<file path="src/rtl/rtg_pkg.sv">
package rtg_pkg;

    // register indices (decoded by software drivers, fixed)
    typedef enum logic [3:0] {
        IDX_CTRL    = 4'd0,
        IDX_H_LAST  = 4'd1,
        IDX_H_VIS   = 4'd2,
        IDX_HS_BEG  = 4'd3,
        IDX_HS_FIN  = 4'd4,
        IDX_V_LAST  = 4'd5,
        IDX_V_VIS   = 4'd6,
        IDX_VS_BEG  = 4'd7,
        IDX_VS_FIN  = 4'd8,
        IDX_FETCH   = 4'd9,
        IDX_SYNC    = 4'd10,
        IDX_DISP    = 4'd11
    } reg_idx_e;

    localparam int CTRL_RUN_BIT   = 0;
    localparam int CTRL_REFR_BIT  = 1;

    localparam int SC_RGB_BIT     = 0;
    localparam int SC_ALLOFF_BIT  = 1;
    localparam int SC_HINV_BIT    = 3;
    localparam int SC_VINV_BIT    = 4;
    localparam int SC_HOFF_BIT    = 5;
    localparam int SC_VOFF_BIT    = 6;

    localparam int DISP_BLANK_BIT = 1;

    typedef enum logic [0:0] {
        ST_OFF = 1'b0,
        ST_RUN = 1'b1
    } run_state_e;

    typedef struct packed {
        logic rgb;
        logic all_off;
        logic h_inv;
        logic v_inv;
        logic h_off;
        logic v_off;
    } sync_mode_t;

endpackage

</file>
<file path="src/rtl/rtg_regfile.sv">
module rtg_regfile
    import rtg_pkg::*;
#(
    parameter int HW = 12,
    parameter int VW = 12,
    parameter int DW = 32,
    parameter int AW = 4
) (
    input  logic          clk,
    input  logic          rst_n,
    input  logic          wr,
    input  logic [AW-1:0] addr,
    input  logic [DW-1:0] wdata,
    output logic [DW-1:0] rdata,
    output logic          tim_en,
    output logic          refr_en,
    output logic          disp_blank,
    output sync_mode_t    smode,
    output logic [HW-1:0] h_last,
    output logic [HW-1:0] h_vis,
    output logic [HW-1:0] hs_beg,
    output logic [HW-1:0] hs_fin,
    output logic [HW-1:0] fetch_pos,
    output logic [VW-1:0] v_last,
    output logic [VW-1:0] v_vis,
    output logic [VW-1:0] vs_beg,
    output logic [VW-1:0] vs_fin
);

    logic unused_wdata;
    assign unused_wdata = ^wdata;

    always_ff @(posedge clk or negedge rst_n) begin
        if (!rst_n) begin
            tim_en     <= 1'b0;
            refr_en    <= 1'b0;
            disp_blank <= 1'b0;
            smode      <= '0;
            h_last     <= '0;
            h_vis      <= '0;
            hs_beg     <= '0;
            hs_fin     <= '0;
            fetch_pos  <= '0;
            v_last     <= '0;
            v_vis      <= '0;
            vs_beg     <= '0;
            vs_fin     <= '0;
        end else if (wr) begin
            case (addr)
                AW'(IDX_CTRL): begin
                    tim_en  <= wdata[CTRL_RUN_BIT];
                    refr_en <= wdata[CTRL_REFR_BIT];
                end
                AW'(IDX_H_LAST): h_last    <= wdata[HW-1:0];
                AW'(IDX_H_VIS):  h_vis     <= wdata[HW-1:0];
                AW'(IDX_HS_BEG): hs_beg    <= wdata[HW-1:0];
                AW'(IDX_HS_FIN): hs_fin    <= wdata[HW-1:0];
                AW'(IDX_V_LAST): v_last    <= wdata[VW-1:0];
                AW'(IDX_V_VIS):  v_vis     <= wdata[VW-1:0];
                AW'(IDX_VS_BEG): vs_beg    <= wdata[VW-1:0];
                AW'(IDX_VS_FIN): vs_fin    <= wdata[VW-1:0];
                AW'(IDX_FETCH):  fetch_pos <= wdata[HW-1:0];
                AW'(IDX_SYNC): begin
                    smode.rgb     <= wdata[SC_RGB_BIT];
                    smode.all_off <= wdata[SC_ALLOFF_BIT];
                    smode.h_inv   <= wdata[SC_HINV_BIT];
                    smode.v_inv   <= wdata[SC_VINV_BIT];
                    smode.h_off   <= wdata[SC_HOFF_BIT];
                    smode.v_off   <= wdata[SC_VOFF_BIT];
                end
                AW'(IDX_DISP):   disp_blank <= wdata[DISP_BLANK_BIT];
                default: ;
            endcase
        end
    end

    always_comb begin
        rdata = '0;
        case (addr)
            AW'(IDX_CTRL): begin
                rdata[CTRL_RUN_BIT]  = tim_en;
                rdata[CTRL_REFR_BIT] = refr_en;
            end
            AW'(IDX_H_LAST): rdata = DW'(h_last);
            AW'(IDX_H_VIS):  rdata = DW'(h_vis);
            AW'(IDX_HS_BEG): rdata = DW'(hs_beg);
            AW'(IDX_HS_FIN): rdata = DW'(hs_fin);
            AW'(IDX_V_LAST): rdata = DW'(v_last);
            AW'(IDX_V_VIS):  rdata = DW'(v_vis);
            AW'(IDX_VS_BEG): rdata = DW'(vs_beg);
            AW'(IDX_VS_FIN): rdata = DW'(vs_fin);
            AW'(IDX_FETCH):  rdata = DW'(fetch_pos);
            AW'(IDX_SYNC): begin
                rdata[SC_RGB_BIT]    = smode.rgb;
                rdata[SC_ALLOFF_BIT] = smode.all_off;
                rdata[SC_HINV_BIT]   = smode.h_inv;
                rdata[SC_VINV_BIT]   = smode.v_inv;
                rdata[SC_HOFF_BIT]   = smode.h_off;
                rdata[SC_VOFF_BIT]   = smode.v_off;
            end
            AW'(IDX_DISP): rdata[DISP_BLANK_BIT] = disp_blank;
            default: rdata = '0;
        endcase
    end

endmodule

</file>
<file path="src/rtl/rtg_run_fsm.sv">
module rtg_run_fsm
    import rtg_pkg::*;
(
    input  logic clk,
    input  logic rst_n,
    input  logic tim_en,
    output logic run,
    output logic cnt_clr
);

    run_state_e state_q;
    run_state_e state_d;

    // state register
    always_ff @(posedge clk or negedge rst_n) begin
        if (!rst_n) begin
            state_q <= ST_OFF;
        end else begin
            state_q <= state_d;
        end
    end

    // transitions: OFF->RUN on run bit set, RUN->OFF on run bit clear
    always_comb begin
        state_d = state_q;
        unique case (state_q)
            ST_OFF: if (tim_en)  state_d = ST_RUN;
            ST_RUN: if (!tim_en) state_d = ST_OFF;
        endcase
    end

    // outputs
    always_comb begin
        run     = 1'b0;
        cnt_clr = 1'b0;
        unique case (state_q)
            ST_OFF: cnt_clr = 1'b1;
            ST_RUN: run     = 1'b1;
        endcase
    end

endmodule

</file>
<file path="src/rtl/rtg_scan_cnt.sv">
module rtg_scan_cnt #(
    parameter int HW = 12,
    parameter int VW = 12
) (
    input  logic          clk,
    input  logic          rst_n,
    input  logic          clr,
    input  logic          adv,
    input  logic [HW-1:0] h_last,
    input  logic [VW-1:0] v_last,
    output logic [HW-1:0] h_cnt,
    output logic [VW-1:0] v_cnt
);

    logic h_end;
    logic v_end;

    // ">=" so a shortened line after reprogramming still wraps at once
    assign h_end = (h_cnt >= h_last);
    assign v_end = (v_cnt >= v_last);

    always_ff @(posedge clk or negedge rst_n) begin
        if (!rst_n) begin
            h_cnt <= '0;
            v_cnt <= '0;
        end else if (clr) begin
            h_cnt <= '0;
            v_cnt <= '0;
        end else if (adv) begin
            if (h_end) begin
                h_cnt <= '0;
                v_cnt <= v_end ? '0 : v_cnt + 1'b1;
            end else begin
                h_cnt <= h_cnt + 1'b1;
            end
        end
    end

endmodule

</file>
<file path="src/rtl/rtg_out_stage.sv">
module rtg_out_stage
    import rtg_pkg::*;
#(
    parameter int HW = 12,
    parameter int VW = 12
) (
    input  logic          clk,
    input  logic          rst_n,
    input  logic          run,
    input  logic          refr_en,
    input  logic          disp_blank,
    input  sync_mode_t    smode,
    input  logic [HW-1:0] h_cnt,
    input  logic [VW-1:0] v_cnt,
    input  logic [HW-1:0] h_vis,
    input  logic [HW-1:0] hs_beg,
    input  logic [HW-1:0] hs_fin,
    input  logic [HW-1:0] fetch_pos,
    input  logic [VW-1:0] v_vis,
    input  logic [VW-1:0] vs_beg,
    input  logic [VW-1:0] vs_fin,
    output logic [HW-1:0] pix_x,
    output logic [VW-1:0] pix_y,
    output logic          vid_en,
    output logic          hsync_o,
    output logic          vsync_o,
    output logic          rgb_sync,
    output logic          fetch_pulse
);

    logic in_vis;
    logic h_win;
    logic v_win;
    logic h_on;
    logic v_on;

    always_comb begin
        in_vis = (h_cnt <= h_vis) && (v_cnt <= v_vis);
        h_win  = (h_cnt > hs_beg) && (h_cnt <= hs_fin);
        v_win  = (v_cnt > vs_beg) && (v_cnt <= vs_fin);
        h_on   = run && h_win && !smode.h_off && !smode.all_off;
        v_on   = run && v_win && !smode.v_off && !smode.all_off;
    end

    always_ff @(posedge clk or negedge rst_n) begin
        if (!rst_n) begin
            pix_x       <= '0;
            pix_y       <= '0;
            vid_en      <= 1'b0;
            hsync_o     <= 1'b0;
            vsync_o     <= 1'b0;
            rgb_sync    <= 1'b0;
            fetch_pulse <= 1'b0;
        end else begin
            pix_x       <= h_cnt;
            pix_y       <= v_cnt;
            vid_en      <= run && refr_en && !disp_blank && in_vis;
            hsync_o     <= h_on ^ smode.h_inv;
            vsync_o     <= v_on ^ smode.v_inv;
            rgb_sync    <= smode.rgb && (h_on || v_on);
            fetch_pulse <= run && (h_cnt == fetch_pos);
        end
    end

endmodule

</file>
<file path="src/rtl/raster_timing_gen.sv">
module raster_timing_gen
    import rtg_pkg::*;
#(
    parameter int HW = 12,
    parameter int VW = 12,
    parameter int DW = 32,
    parameter int AW = 4
) (
    input  logic          clk,
    input  logic          rst_n,
    input  logic          reg_wr,
    input  logic [AW-1:0] reg_addr,
    input  logic [DW-1:0] reg_wdata,
    output logic [DW-1:0] reg_rdata,
    output logic [HW-1:0] pix_x,
    output logic [VW-1:0] pix_y,
    output logic          vid_en,
    output logic          hsync_o,
    output logic          vsync_o,
    output logic          rgb_sync,
    output logic          fetch_pulse
);

    logic          tim_en;
    logic          refr_en;
    logic          disp_blank;
    sync_mode_t    smode;
    logic [HW-1:0] h_last, h_vis, hs_beg, hs_fin, fetch_pos;
    logic [VW-1:0] v_last, v_vis, vs_beg, vs_fin;
    logic          run_w;
    logic          cnt_clr;
    logic [HW-1:0] h_cnt;
    logic [VW-1:0] v_cnt;

    rtg_regfile #(.HW(HW), .VW(VW), .DW(DW), .AW(AW)) u_regs (
        .clk        (clk),
        .rst_n      (rst_n),
        .wr         (reg_wr),
        .addr       (reg_addr),
        .wdata      (reg_wdata),
        .rdata      (reg_rdata),
        .tim_en     (tim_en),
        .refr_en    (refr_en),
        .disp_blank (disp_blank),
        .smode      (smode),
        .h_last     (h_last),
        .h_vis      (h_vis),
        .hs_beg     (hs_beg),
        .hs_fin     (hs_fin),
        .fetch_pos  (fetch_pos),
        .v_last     (v_last),
        .v_vis      (v_vis),
        .vs_beg     (vs_beg),
        .vs_fin     (vs_fin)
    );

    rtg_run_fsm u_fsm (
        .clk     (clk),
        .rst_n   (rst_n),
        .tim_en  (tim_en),
        .run     (run_w),
        .cnt_clr (cnt_clr)
    );

    rtg_scan_cnt #(.HW(HW), .VW(VW)) u_cnt (
        .clk    (clk),
        .rst_n  (rst_n),
        .clr    (cnt_clr),
        .adv    (run_w),
        .h_last (h_last),
        .v_last (v_last),
        .h_cnt  (h_cnt),
        .v_cnt  (v_cnt)
    );

    rtg_out_stage #(.HW(HW), .VW(VW)) u_out (
        .clk         (clk),
        .rst_n       (rst_n),
        .run         (run_w),
        .refr_en     (refr_en),
        .disp_blank  (disp_blank),
        .smode       (smode),
        .h_cnt       (h_cnt),
        .v_cnt       (v_cnt),
        .h_vis       (h_vis),
        .hs_beg      (hs_beg),
        .hs_fin      (hs_fin),
        .fetch_pos   (fetch_pos),
        .v_vis       (v_vis),
        .vs_beg      (vs_beg),
        .vs_fin      (vs_fin),
        .pix_x       (pix_x),
        .pix_y       (pix_y),
        .vid_en      (vid_en),
        .hsync_o     (hsync_o),
        .vsync_o     (vsync_o),
        .rgb_sync    (rgb_sync),
        .fetch_pulse (fetch_pulse)
    );

endmodule

</file>
<file path="config.mk">
export PLATFORM = sky130hd
export DESIGN_NAME = raster_timing_gen
export DESIGN_NICKNAME = d
export VERILOG_FILES = /design/src/rtl/rtg_pkg.sv /design/src/rtl/rtg_regfile.sv /design/src/rtl/rtg_run_fsm.sv /design/src/rtl/rtg_scan_cnt.sv /design/src/rtl/rtg_out_stage.sv /design/src/rtl/raster_timing_gen.sv
export SDC_FILE = /design/constraint.sdc
export NUM_CORES = 1
export LEC_CHECK = 0
export ABC_CLOCK_PERIOD_IN_PS = 5300
export BUFFER_PORTS_ARGS = -buffer_cell sky130_fd_sc_hd__buf_4
export CORE_MARGIN = 2
export CORE_UTILIZATION = 65
export CTS_BUF_LIST = sky130_fd_sc_hd__clkbuf_4 sky130_fd_sc_hd__clkbuf_8 sky130_fd_sc_hd__clkbuf_16
export CTS_CLUSTER_DIAMETER = 30
export DETAILED_ROUTE_END_ITERATION = 7
export MAX_ROUTING_LAYER = met4
export PLACE_DENSITY = 0.86
export SLEW_MARGIN = 40
export SYNTH_ARGS = -nofsm -noshare
export SYNTH_HDL_FRONTEND = slang
export SYNTH_HIERARCHICAL = 1
export SYNTH_SLANG_ARGS = --single-unit
</file>
<file path="constraint.sdc">
create_clock -name clk -period 5.3 [get_ports clk]
set_clock_uncertainty 0.1 [all_clocks]
set_input_delay 0.795 -clock clk [delete_from_list [all_inputs] [get_ports clk]]
set_output_delay 0.795 -clock clk [all_outputs]
set_load 0.02 [all_outputs]
</file>
---- After elaboration in Yosys (flattened, before gate mapping) ----
Cells that the tools add are included.
storage, ports and cells
  logic and storage cells ................. 101
  output and inout port bits .............. 61
  flip-flop bits (word level) ............. 171
  bits of input ports ..................... 39
operators by class
  equality and inequality tests ........... 14
  reduce and logical (&&, ||, !) cells .... 33
  bitwise operators ....................... 2
  add/sub/neg operators ................... 2
  muxes and demuxes ....................... 14
  order comparisons ....................... 8
operator list
  operator                                                                  number
  12-bit 2-to-1 mux                                                         7
  12-bit less-or-equal comparator                                           4
  5-bit case mux with 9 select lines                                        1
  4-bit case mux with 10 select lines                                       1
  2-bit AND reduction                                                       13
  12-bit by 1-bit adder with 12-bit output (second input constant)          2
  12-bit >= comparator                                                      2
  12-bit > comparator                                                       2
  4-bit by 3-bit equality test with 1-bit output (second input constant)    4
  4-bit equality test (second input constant)                               4
  1-bit logical AND                                                         14
  12-bit equality test                                                      1
  1-bit case mux with 12 select lines                                       1
  1-bit case mux with 11 select lines                                       1
  1-bit case mux with 9 select lines                                        1
  4-bit by 2-bit equality test with 1-bit output (second input constant)    2
  4-bit by 1-bit equality test with 1-bit output (second input constant)    1
  1-bit zero test                                                           4
  4-bit zero test                                                           1
  2-bit by 1-bit inequality test with 1-bit output (second input constant)  2
  1-bit 2-to-1 mux                                                          2
  1-bit XOR                                                                 2
  1-bit logical OR                                                          1

---- Logic depth before layout (Yosys ltp) ----
  depth after elaboration ................. 7
  depth in mapped cells ................... 9
  mapped depth without buffers ............ 8

---- Hierarchy ----
The synthesis kept the hierarchy.
modules (own cells, without submodules)
  module         cells each  times used  area each (µm²)  sequential area each (µm²)
  rtg_regfile    441         1           5,739.3          2,927.8
  rtg_out_stage  298         1           2,722.6          725.7
  rtg_scan_cnt   207         1           1,869.3          600.6
  rtg_run_fsm    2           1           28.8             25.0

---- Worst setup path before layout ----
No wires, ideal clock.
  kind .................................... in2out
  start ................................... input reg_addr[1]
  end ..................................... output reg_rdata[5]
  path slack .............................. 2.274 ns
  data required time ...................... 4.405 ns
  cell stages on the path ................. 7
  data arrival time ....................... 2.131 ns
  path buffers ............................ 4
  cell sequence ........................... buf_2 buf_6 buf_4 buf_2 a21oi_1 nor2_1 o31ai_1
between the ends
  cells in the longest elaborated chain, start to end .. 2
  elaborated cells on any way between the ends .. 11
  those cells by class .................... eq/ne (10); mux (1)
RTL lines
  item                                         RTL line                 source
  start, declared                              raster_timing_gen.sv:12  input logic [AW-1:0] reg_addr,
  4-bit equality test (tied with other cells)  rtg_regfile.sv:79        case (addr)
  4-bit case mux with 10 select lines *        rtg_regfile.sv:79
  end, declared                                raster_timing_gen.sv:14  output logic [DW-1:0] reg_rdata,
Mark *: on every way between the ends. The rest lies on a longest branch, timed or not.

---- Final worst setup path ----
Ends and elaborated chain as after synthesis.

==> impl.org <==
** Status
- Result of the run :: finished clean

** Power and ir drop
- IR analysis of the VDD net gives a maximum drop of 0.253 mV.
- Switching part of the total power :: 34.0%
- Part of the power in the clock network :: 30.2%
- Cell Int Power :: 2.86 mW
- Of the total power, combinational logic draws 28.0%.
- Cell leakage power :: 5.59 nW
- The share of total power dissipated in sequential elements is 41.7%.
- Total Power :: 4.33 mW
- Power spread over the standard cell area amounts to 377 nW/um2.
- For this design the total switching power over the nets is 1.47 mW.

** Clocking
- Gates resized during post-CTS repair numbered 0.
- The H-tree was split into 4 levels.
- Setup repair bufs after CTS :: 0
- Counting the buffers created by CTS gives 17.
- Clock Sink Count :: 171
- Hold-fix buffers, CTS :: 0
- Register clock-pin slew on the reported worst setup and hold paths :: 60 ps
- The clock passes through at most 2 buffers.
- TritonCTS built the clock tree.
- The clock reaches the later pin of the worst-skew pair after 440 ps.
- Clock root cell :: clkbuf_16

** Yosys
- Area share of and/or/nand/nor cells after synthesis :: 10.3%
- Syn Area/Cell :: 10.9 um2
- Adder-cell share of the synthesized area :: 11.8%
- In the synthesized netlist, mux cells make up 15.9% of the area.
- For this run, asynchronously set or reset flops after synthesis account for 100%.
- For this run, the number of Yosys warnings is 6.
- Number of synthesized register bits :: 171
- After synthesis, the largest family of logic cells by area is multiplexers.
- Compound-cell area share of the yosys netlist :: 11.6%
- In this run, synthesis inferred 0 flip-flops with an integrated enable.
- Cell Area, Synth :: 10400 um2
- The netlist uses 71 different library cells.
- Synthesis produced 948 cells.
- Primary FF master, synth :: dfrtp_1
- XOR/XNOR Fraction of Synth Area :: 1.86%
- The share of the Yosys chip area taken by registers is 41.3%.

** Global route
- The via count of the first global-routing pass came to 7633.
- Overall fraction of global-route tracks in use :: 34.1%
- Initial antenna violation count :: 0
- Remaining Overflow, GRT :: 0
- Global-route wire length before repair :: 41700 um
- Maximum number of pins on one net before global-route repair :: 61

** Route
- Post-route DRC violation count :: 0
- The routed design uses 2320 um of met3 wire.
- Average vias per placed instance :: 6.35
- Drt total wl :: 27000 um
- The routed layout has 7768 vias.
- Remaining antenna violation count after routing :: 0
- Iteration-0 DRC count of the detailed router :: 772
- Met2 WL :: 12600 um
- In the final routing, the length of wire on met1 measures 11000 um.
- Detailed-route wire length per cell :: 22.1 um
- First-pass DRT Iterations :: 5
- Signal routing reaches up to met4.

** Critical path
- Kind of start point of the critical path :: input pin
- Cells along the critical path :: buf_4, nor2b_1, a221oi_1, o31ai_1, buf_4
- Arrival @ worst endpoint :: 2830 ps
- Crit path kind :: in2out
- Delay of the slowest critical-path stage :: 680 ps
- Of all nets on the critical path, the largest fanout is 46.
- Category of cells accounting for the largest share of critical-path delay :: simple AND/OR/NAND/NOR gates
- Counting both buffers and inverters, the worst setup path holds a total of 2.
- For the worst setup path, the data required time is 4410 ps.
- The critical path runs through a total of 5 cells.
- Cells on worst reg2reg path :: 7
- The slowest stage of the critical path is the nor2b_1 cell.
- In this design, the critical path's most frequently occurring cell is buf_4.
- Critical path capture point type :: output pin

** Hold path
- The worst hold path belongs to the class in2async.

** Placed design
- Dpl ws :: 1680 ps
- Summed over all nets, the half-perimeter wirelength after detailed placement is 18900 um.
- Placer's final routability congestion estimate :: 0.985
- I/O Buffers :: 59

** STA
- Final Max Slew Viols :: 0
- Actual transition at the worst max-transition pin :: 753 ps
- Unrepaired setup endpoints after global routing :: no
- Setup total negative slack on the finished layout was measured at 0 ps.
- The tightest hold path in the finished design has a slack of 152 ps.
- Derived from the worst setup path, the maximum achievable clock frequency is 0.269 GHz.
- The number of hold violations in the final report came to 0.
- After layout, the worst path uses 70.2% of the clock period.
- Post-layout minimum cycle time :: 3720 ps
- Setup-failing EPs final :: 0
- Min setup slack post-route :: 1580 ps
- The worst pin sits at a relative slew slack of 49.7%.

** Cells and area
- Number of antenna repair diodes :: 0
- For this run, the post-layout net count is 1131.
- Summing all flip-flop and latch instances after layout gives 4280 um2.
- Footprint of the multi-input gates :: 5420 um2
- In the final layout, the share of cells above drive strength 1 is 17.4%.
- From synthesis to final layout, the design area changed by 10.7%.
- Number of fill cells in the layout :: 1076
- Measured on the finished design, the core utilization comes to 73.0%.

** Run
- Number of max-cap violations :: 0

** Floorplanning
- Floorplan die area :: 17000 um2
- Horizontal die dimension :: 130 um
- Chip Height :: 130 um
- For this design the top-level I/O count stands at 100.
- The floorplan has 46 rows.
- The initial utilization of the core area, before any placement, comes to 65.9%.
- The region available for standard cell placement spans 15700 um2.
[metal layers]
layer / GRT usage, % / vias up
met5: - / -
met4: 16.7 / 0
met3: 8.41 / 74
met2: 51.1 / 390
met1: 43.7 / 3833
li1: - / 3471
[final cells by class]
class | count | share of cell area, %
clock buffers | 19 | 3.95
multi-input cells | 639 | 47.2
clock inverters | 13 | 1.43
repair buffers | 67 | 4.55
flip-flops and latches | 171 | 37.3
inverters | 98 | 3.21
well taps | 216 | 2.36
[stage by stage]
step | std cells | instance area, um2
floorplan | 967 | 10400
global placement | 1188 | 10800
detailed placement | 1191 | 10900
CTS | 1223 | 11500
global route | 1223 | 11500
finish | 1223 | 11500
[cells in the mapped netlist (all sizes together), types with 3 or more instances]
library cell / count / area share [%]
o21a: 3 / 0.23
xor2: 9 / 0.76
nor2b: 23 / 1.5
nand4: 25 / 1.5
a32oi: 4 / 0.34
nor3: 16 / 0.88
o221ai: 3 / 0.25
a221oi: 6 / 0.57
nor4: 3 / 0.18
a21o: 11 / 0.80
o211ai: 10 / 0.82
inv: 98 / 3.6
nand2b: 4 / 0.31
a21oi: 40 / 2.0
a211oi: 11 / 0.85
o21ai: 26 / 1.3
o32ai: 4 / 0.34
mux2i: 9 / 0.87
dfrtp: 171 / 41
a22o: 13 / 1.1
nor2: 35 / 1.6
mux2: 136 / 15
or3: 4 / 0.24
xnor2: 13 / 1.1
and3: 9 / 0.54
a22oi: 21 / 1.5
buf: 54 / 3.5
nand2: 33 / 1.2
clkbuf: 5 / 0.18
nand3: 24 / 1.3
ha: 98 / 12
[placed cells by master (no fill, tap or decap), types with 11 or more instances in the layout]
master	instances
dfrtp_1	171
inv_1	98
ha_1	98
mux2_1	91
buf_4	63
mux2_2	45
a21oi_1	38
nand2_1	31
nor2_1	28
nand4_1	25
nand3_1	21
nor2b_1	21
a22oi_1	21
conb_1	20
clkbuf_16	17
nor3_1	15
o21ai_0	15
xnor2_1	13
a22o_1	13
a21o_1	11
[state kept, by name, indices dropped and copies added, names as in the netlist, 6 cells and up]
signal	cells
u_cnt/v_cnt	12
u_regs/vs_beg	12
u_regs/hs_beg	12
u_out/pix_y	12
u_regs/v_vis	12
u_out/pix_x	12
u_regs/smode	6
u_regs/h_vis	12
u_regs/v_last	12
u_cnt/h_cnt	12
u_regs/h_last	12
u_regs/hs_fin	12
u_regs/fetch_pos	12
u_regs/vs_fin	12
[power groups by stage]
stage / combinational (mW) / clock, mW / sequential [mW]
2_1_floorplan: 0.843 / 0 / 1.74
3_3_place_gp: 1.09 / 0 / 1.81
3_5_place_dp: 1.16 / 0 / 1.82
4_1_cts: 1.19 / 1.32 / 1.80
5_1_grt: 1.33 / 1.37 / 1.83
6_report: 1.21 / 1.31 / 1.81
[path summary, 6_finish.rpt]
check	from	end	slack [ps]
worst max-delay path	reg_addr[1]	reg_rdata[5]	1580
worst min-delay path	rst_n	u_regs/v_vis[3]	150
worst max register to register	u_cnt/h_cnt[9]	u_cnt/v_cnt[3]	2500
worst min register to register	u_regs/tim_en	u_fsm/state_q	310
max in group asynchronous	rst_n	u_regs/hs_beg[2]	3710
min in group clk	u_regs/tim_en	u_fsm/state_q	310
[cell families (layout without fill, tap and decap cells)]
family,Yosys count,count (layout)
buffers and inverters,157,197
adders and majority gates,98,98
and+or+nand+nor,185,185
muxes,146,146
AOI/OAI and AO/OA,168,168
DFF,171,171
xor gates and xnor gates,22,22
other,1,20
Power figures use the tool's default switching activity.
